## src/rtl/hz_pkg.sv

```systemverilog
package hz_pkg;
  // Operand source encoding seen by the ALU input multiplexers.
  typedef enum logic [1:0] {
    OPS_RF    = 2'b00,
    OPS_MEMWB = 2'b01,
    OPS_EXMEM = 2'b10
  } opsel_e;

  localparam int unsigned NUM_OPS = 2;
endpackage

```

## src/rtl/hz_src_match.sv

```systemverilog
module hz_src_match #(
  parameter int unsigned AW = 5
) (
  input  logic [AW-1:0] src_i,
  input  logic [AW-1:0] dst_i,
  input  logic          we_i,
  output logic          hit_o
);
  // Register 0 is hard-wired and never counts as a dependence.
  always_comb begin
    hit_o = we_i && (dst_i == src_i) && (src_i != '0);
  end
endmodule

```

## src/rtl/hz_opnd_sel.sv

```systemverilog
module hz_opnd_sel
  import hz_pkg::*;
(
  input  logic   hit_exm_i,
  input  logic   hit_mwb_i,
  output opsel_e sel_o
);
  // The younger producer (execute/memory) takes priority.
  always_comb begin
    if (hit_exm_i)      sel_o = OPS_EXMEM;
    else if (hit_mwb_i) sel_o = OPS_MEMWB;
    else                sel_o = OPS_RF;
  end
endmodule

```

## src/rtl/hz_load_gate.sv

```systemverilog
module hz_load_gate #(
  parameter int unsigned NS = 2
) (
  input  logic          is_load_i,
  input  logic [NS-1:0] hit_i,
  input  logic [NS-1:0] use_i,
  output logic          hold_o
);
  always_comb begin
    hold_o = is_load_i && |(hit_i & use_i);
  end
endmodule

```

## src/rtl/hz_unit.sv

```systemverilog
module hz_unit
  import hz_pkg::*;
#(
  parameter int unsigned AW = 5
) (
  input  logic [AW-1:0] ex_rs1_i,
  input  logic [AW-1:0] ex_rs2_i,
  input  logic [AW-1:0] exm_rd_i,
  input  logic          exm_we_i,
  input  logic [AW-1:0] mwb_rd_i,
  input  logic          mwb_we_i,
  input  logic [AW-1:0] idx_rd_i,
  input  logic          idx_we_i,
  input  logic          idx_ld_i,
  input  logic [AW-1:0] id_rs1_i,
  input  logic [AW-1:0] id_rs2_i,
  input  logic          id_use1_i,
  input  logic          id_use2_i,
  output logic [1:0]    opa_sel_o,
  output logic [1:0]    opb_sel_o,
  output logic          hold_o,
  output logic          rfb1_o,
  output logic          rfb2_o
);
  localparam int unsigned NS = NUM_OPS;

  logic [NS-1:0][AW-1:0] ex_src;
  logic [NS-1:0][AW-1:0] id_src;
  logic [NS-1:0]         id_use;
  logic [NS-1:0]         hit_exm;
  logic [NS-1:0]         hit_mwb;
  logic [NS-1:0]         hit_idx;
  logic [NS-1:0]         hit_wb;
  opsel_e                sel [NS];

  always_comb begin
    ex_src[0] = ex_rs1_i;
    ex_src[1] = ex_rs2_i;
    id_src[0] = id_rs1_i;
    id_src[1] = id_rs2_i;
    id_use[0] = id_use1_i;
    id_use[1] = id_use2_i;
  end

  for (genvar g = 0; g < NS; g++) begin : g_op
    // Execute-stage forwarding compares
    hz_src_match #(.AW(AW)) u_exm (
      .src_i(ex_src[g]), .dst_i(exm_rd_i), .we_i(exm_we_i), .hit_o(hit_exm[g])
    );
    hz_src_match #(.AW(AW)) u_mwb (
      .src_i(ex_src[g]), .dst_i(mwb_rd_i), .we_i(mwb_we_i), .hit_o(hit_mwb[g])
    );
    hz_opnd_sel u_sel (
      .hit_exm_i(hit_exm[g]), .hit_mwb_i(hit_mwb[g]), .sel_o(sel[g])
    );
    // Decode-stage compares: load-use and same-cycle writeback
    hz_src_match #(.AW(AW)) u_idx (
      .src_i(id_src[g]), .dst_i(idx_rd_i), .we_i(idx_we_i), .hit_o(hit_idx[g])
    );
    hz_src_match #(.AW(AW)) u_wb (
      .src_i(id_src[g]), .dst_i(mwb_rd_i), .we_i(mwb_we_i), .hit_o(hit_wb[g])
    );
  end

  hz_load_gate #(.NS(NS)) u_gate (
    .is_load_i(idx_ld_i), .hit_i(hit_idx), .use_i(id_use), .hold_o(hold_o)
  );

  always_comb begin
    opa_sel_o = sel[0];
    opb_sel_o = sel[1];
    rfb1_o    = hit_wb[0];
    rfb2_o    = hit_wb[1];
  end
endmodule

```

## config.mk

```make
export PLATFORM = sky130hd
export DESIGN_NAME = hz_unit
export DESIGN_NICKNAME = d
export VERILOG_FILES = /design/src/rtl/hz_pkg.sv /design/src/rtl/hz_src_match.sv /design/src/rtl/hz_opnd_sel.sv /design/src/rtl/hz_load_gate.sv /design/src/rtl/hz_unit.sv
export SDC_FILE = /design/constraint.sdc
export NUM_CORES = 1
export LEC_CHECK = 0
export BUFFER_PORTS_ARGS = -buffer_cell sky130_fd_sc_hd__buf_2
export CAP_MARGIN = 20
export CORE_ASPECT_RATIO = 1.1
export CORE_UTILIZATION = 30
export DETAILED_ROUTE_END_ITERATION = 10
export PLACE_DENSITY_LB_ADDON = 0.08
export SYNTH_ARGS = -nofsm -noshare
export SYNTH_HDL_FRONTEND = slang
export SYNTH_SLANG_ARGS = --single-unit
```

## constraint.sdc

```tcl
create_clock -name vclk -period 1.3
set_clock_uncertainty 0.05 [all_clocks]
set_input_delay 0.13 -clock vclk [all_inputs]
set_output_delay 0.13 -clock vclk [all_outputs]
set_load 0.01 [all_outputs]
```

==> Yosys cells after proc, flatten, opt, wreduce, memory -nomap -nowiden <==
Cells that the tools add are included.
{ "word_totals": {"regBits": 0, "in_bits": 41, "output_inout_bits": 7} }
{ "classes": {"n_eq_ne": 8, "muxes": 4, "bitwise_logic": 1, "n_reduce_logical": 22} }
{ "ops": {"columns": ["operator", "count"], "rows": [
  ["5-bit == test", 8],
  ["5-bit nonzero test", 4],
  ["1-bit logical AND", 17],
  ["2-bit 2-to-1 mux", 2],
  ["2-bit bitwise AND", 1],
  ["1-bit 2-to-1 mux", 2],
  ["2-bit OR reduction", 1]
]} }

==> Logic depth before layout (Yosys ltp) <==
{ "logic_depth": {"ltp_word": 6, "ltp_mapped": 4, "mapped_depth_nobuf": 4} }

==> Cells and area by module <==
Synthesis repeated with hierarchy kept, for this count alone.
{ "unflattened": {"hier_cells": 86, "area_unflattened_um2": 616.8} }
{ "by_module_without_submodules": {"columns": ["mod", "n_inst", "cells_per_inst", "area_per_inst_um2"], "rows": [
  ["hz_src_match", 8, 10, 70.1],
  ["hz_opnd_sel", 2, 2, 21.3],
  ["hz_load_gate", 1, 2, 13.8]
]} }

==> Worst setup path before layout <==
Ideal clock, no wire load.
{ "synth_timing": {"path_kind": "input-to-output", "startpoint": "in ex_rs1_i[1]", "endpoint": "out opa_sel_o[0]", "t_arrival_ns": 1.173, "required_ns": 1.120, "setup_slack_ns": -0.053, "path_stages": 4, "n_path_buf": 0, "cell_sequence": "or4_4 > nor2_4 > nor4_2 > nor4_2"} }
{ "synth_rtl": {"columns": ["element", "line_no", "source"], "rows": [
  ["from (decl)", "hz_unit.sv:6", "input logic [AW-1:0] ex_rs1_i,"],
  ["5-bit == test", "hz_src_match.sv:11", "hit_o = we_i && (dst_i == src_i) && (src_i != '0);"],
  ["1-bit logical AND", "hz_src_match.sv:11", null],
  ["1-bit logical AND *", "hz_src_match.sv:11", null],
  ["named net g_op[0].u_exm.hit_o", "hz_src_match.sv:7", "output logic hit_o"],
  ["2-bit 2-to-1 mux *", "hz_opnd_sel.sv:10", "if (hit_exm_i) sel_o = OPS_EXMEM;"],
  ["to (decl)", "hz_unit.sv:19", "output logic [1:0] opa_sel_o,"]
]} }
The timed path passes the listed nets; every way through them passes the cells marked *.

==> Worst setup path after layout <==
{ "layout_timing": {"startpoint": "in ex_rs2_i[0]", "endpoint": "out opb_sel_o[0]"} }
{ "layout_between": {"elab_chain_len": 5} }
{ "layout_rtl": {"columns": ["element", "line_no", "source"], "rows": [
  ["from (decl)", "hz_unit.sv:7", "input logic [AW-1:0] ex_rs2_i,"],
  ["5-bit == test", "hz_src_match.sv:11", null],
  ["1-bit logical AND (2 in a row)", "hz_src_match.sv:11", null],
  ["1-bit 2-to-1 mux", "hz_opnd_sel.sv:11", "else if (hit_mwb_i) sel_o = OPS_MEMWB;"],
  ["2-bit 2-to-1 mux *", "hz_opnd_sel.sv:10", null],
  ["to (decl)", "hz_unit.sv:20", "output logic [1:0] opb_sel_o,"]
]} }
Every way passes the cells marked *; elsewhere a longest branch is shown, timed or not.

==> results by stage <==
Run status:
- The run finished, with violations left.
- The checks that failed: DRC, setup timing.

Die:
- The floorplan step set the die height to between 40 and 50 µm.
- The area of the die is 2120 µm².
- After floorplanning, the core was divided into 16 placement rows.
- The initial utilization of the core area, before any placement, comes to 32.4%.
- The die span in x is 44.0 µm.
- The floorplan step defined a core boundary enclosing approximately 1800 µm².
- The total I/O pin count is 48.

Drt:
- The total length of routed wires is approximately 1800 µm.
- The first detailed-routing pass ran for 6 iterations.
- The final routed DRC violation total is 2.
- The routed layout has roughly 760 vias.
- The number of routed nets with antenna violations is 0.
- The DRC violation total after the first TritonRoute iteration is 4.
- The number of vias per cell is just under 5.
- After detailed routing, the average wire length per cell comes to about 11 µm.

Critical path:
- Of all nets on the critical path, the largest fanout is 2.
- The setup path with the least slack is of type in2out.
- The kind of start point of the critical path is an input port.
- STA classifies the critical path endpoint as an output pin.
- The data arrival time of the critical path is ~1.3 ns.
- For the worst setup path, the data required time is between 1 and 1.5 ns.

Cells and area:
- The number of fill cells is 172.
- Across the whole layout, storage elements account for 0 µm².
- For this run, the share of the core covered by cells in the final layout is about three fifths.
- Counting the clock-network buffers in the layout gives 0.
- The total inserted antenna cells is 0.
- The number of flip-flops and latches is 0.
- The final design area excluding fillers is ~1100 µm².
- The layout net count is approximately 180.
- Cells with a size suffix above 1 make up between 60% and 70% of the layout.
- The layout overhead on the synthesized area is 88.8%.

Logic synthesis:
- The register area share after synthesis is 0%.
- Counting every net in the synthesized netlist gives 112.
- The average instance in the mapped netlist occupies 8.21 µm².
- The number of distinct library cells after synthesis is 13.
- The number of warnings printed during yosys synthesis is 0.
- The post-synthesis cell count is 71.
- Summing every instance area after synthesis gives a little under 600 µm².

Pwr:
- The completed layout was analyzed and its total power is approximately 0.33 mW.
- The internal power component is approximately 0.18 mW.
- The total power per unit cell area is about 300 nW/µm².
- The net switching power of the design is between 0.1 and 0.15 mW.
- The part of the power in combinational logic is 100.0%.
- The relative contribution of sequential cells to total power is 0%.
- Across the VDD grid, the largest voltage drop is 0.158 mV.
- The part of the total power dissipated in the clock network is 0%.
- Summed over all cells, the static leakage comes to between 0.4 and 0.5 nW.
- In this run switching power makes up 44.1% of total power.

STA:
- Across all setup checks in the final design, the least slack found is -0.221 ns.
- The number of failing hold endpoints at the final stage is 0.
- The transition time at the pin with the least slew margin is between 0.2 and 0.3 ns.
- Setup repair after global routing could not meet its margin everywhere.
- The portion of the clock cycle consumed by the worst path in the final layout is 117%.
- The final max-slew violation count came to 0.
- Setup violations remaining at the end of the flow were counted as 5.
- After routing, the total negative slack on setup checks comes to -0.622 ns.
- The shortest period the worst path allows is between 1.5 and 2 ns.
- Headroom to the max-slew limit came out at between 80% and 90%.
- Static timing analysis puts the maximum clock frequency at approximately 0.66 GHz.

Global route:
- Entering global routing, the biggest net connects 5 pins.
- The via count of the first global-routing pass came to roughly 660.
- The number of antenna violations at the first check in global routing is 0.
- The global-route wire length before repair is about 2600 µm.
- The total track usage is ~16%.
- Global routing finished with a remaining overflow of 0.

Place:
- The total cell area at the placement stage is around 970 µm².
- The total of buffers placed on input and output ports is between 40 and 50.
- The placer congestion estimate is 0.760.
- The HPWL after detailed placement is around 1600 µm.
- Prior to clock tree synthesis, the placed netlist has a worst setup slack of -0.201 ns.

Run:
- The number of violations of the max-capacitance limit is 0.

Worst hold path:
- The path class of the tightest hold or removal check is in2out.
-- worst paths after layout --
path                   startpoint      endpoint  slack, ns  depth (start not counted)
worst max-delay path  ex_rs2_i[0]  opb_sel_o[0]      -0.22                          6
worst min-delay path     idx_ld_i        hold_o       0.52                          3
-- Yosys cell counts --
cell	instances	area share, %
nor2_1	2	1.3
o211a_1	1	1.7
buf_4	2	2.6
nor4_2	4	8.6
clkbuf_1	2	1.3
xor2_1	12	18
xnor2_1	28	42
nand2_1	2	1.3
or4_4	2	3.9
or4_1	2	2.6
nand4_1	8	8.6
nor2_4	2	3.9
nor4_1	4	4.3
-- cell usage in the layout, fill, tap and decap left out --
master / netlist / final
buf_2: 0 / 44
xnor2_1: 28 / 24
buf_4: 2 / 19
xor2_1: 12 / 11
nand4_1: 8 / 8
nor4_2: 4 / 6
buf_6: 0 / 6
or4_4: 2 / 4
nor2_4: 2 / 4
xnor2_2: 0 / 4
nand2_1: 2 / 2
xor2_2: 0 / 1
nor4_4: 0 / 1
nor4_1: 4 / 1
o211a_1: 1 / 1
-- area by class of cell --
cell class	count	area, µm²	area share (%)
multi-input cells	67	648	58.9
repair buffers	69	430	39.1
well taps	18	22.5	2.05
-- metal layers --
layer  vias up  routed length, µm  track usage, %
li1        388                  -               -
met1       343                720            18.7
met2        33                942            35.6
met3         0                 91               0
met4         0                  0               0
met5         -                  0               0
-- power by group through the flow --
stage	sequential, mW	combinational, mW	clock, mW
2_1_floorplan	0	0.132	0
3_3_place_gp	0	0.289	0
3_5_place_dp	0	0.293	0
4_1_cts	0	0.303	0
5_1_grt	0	0.357	0
6_report	0	0.329	0
-- metrics by stage --
step | hold slack, ns | instances
3_3_place_gp | 0.522 | 153
5_1_grt | 0.539 | 154
6_report | 0.520 | 154
4_1_cts | 0.523 | 153
2_1_floorplan | 0.314 | 71
3_5_place_dp | 0.521 | 153
-- cell families (layout without fill, tap and decap cells) --
kind of cell           after synthesis  in the layout  share of synthesized area (%)
AO/OA/AOI/OAI                        1              1                           1.72
XOR/XNOR                            40             40                           60.1
buffers and inverters                4             69                           3.86
AND/OR/NAND/NOR                     26             26                           34.3
-- timing repair --
action,CTS,global route
setup buffers,0,3
hold buffers,0,0
endpoints found under the setup margin,5,7
pin swaps,4,9
resized for setup,7,15
-- critical path, stage by stage --
cell and delay (ns):
buf_6 0.09, or4_4 0.54, nor2_4 0.12, nor4_4 0.06
nor4_2 0.23, buf_2 0.17
Power figures use the tool's default switching activity.
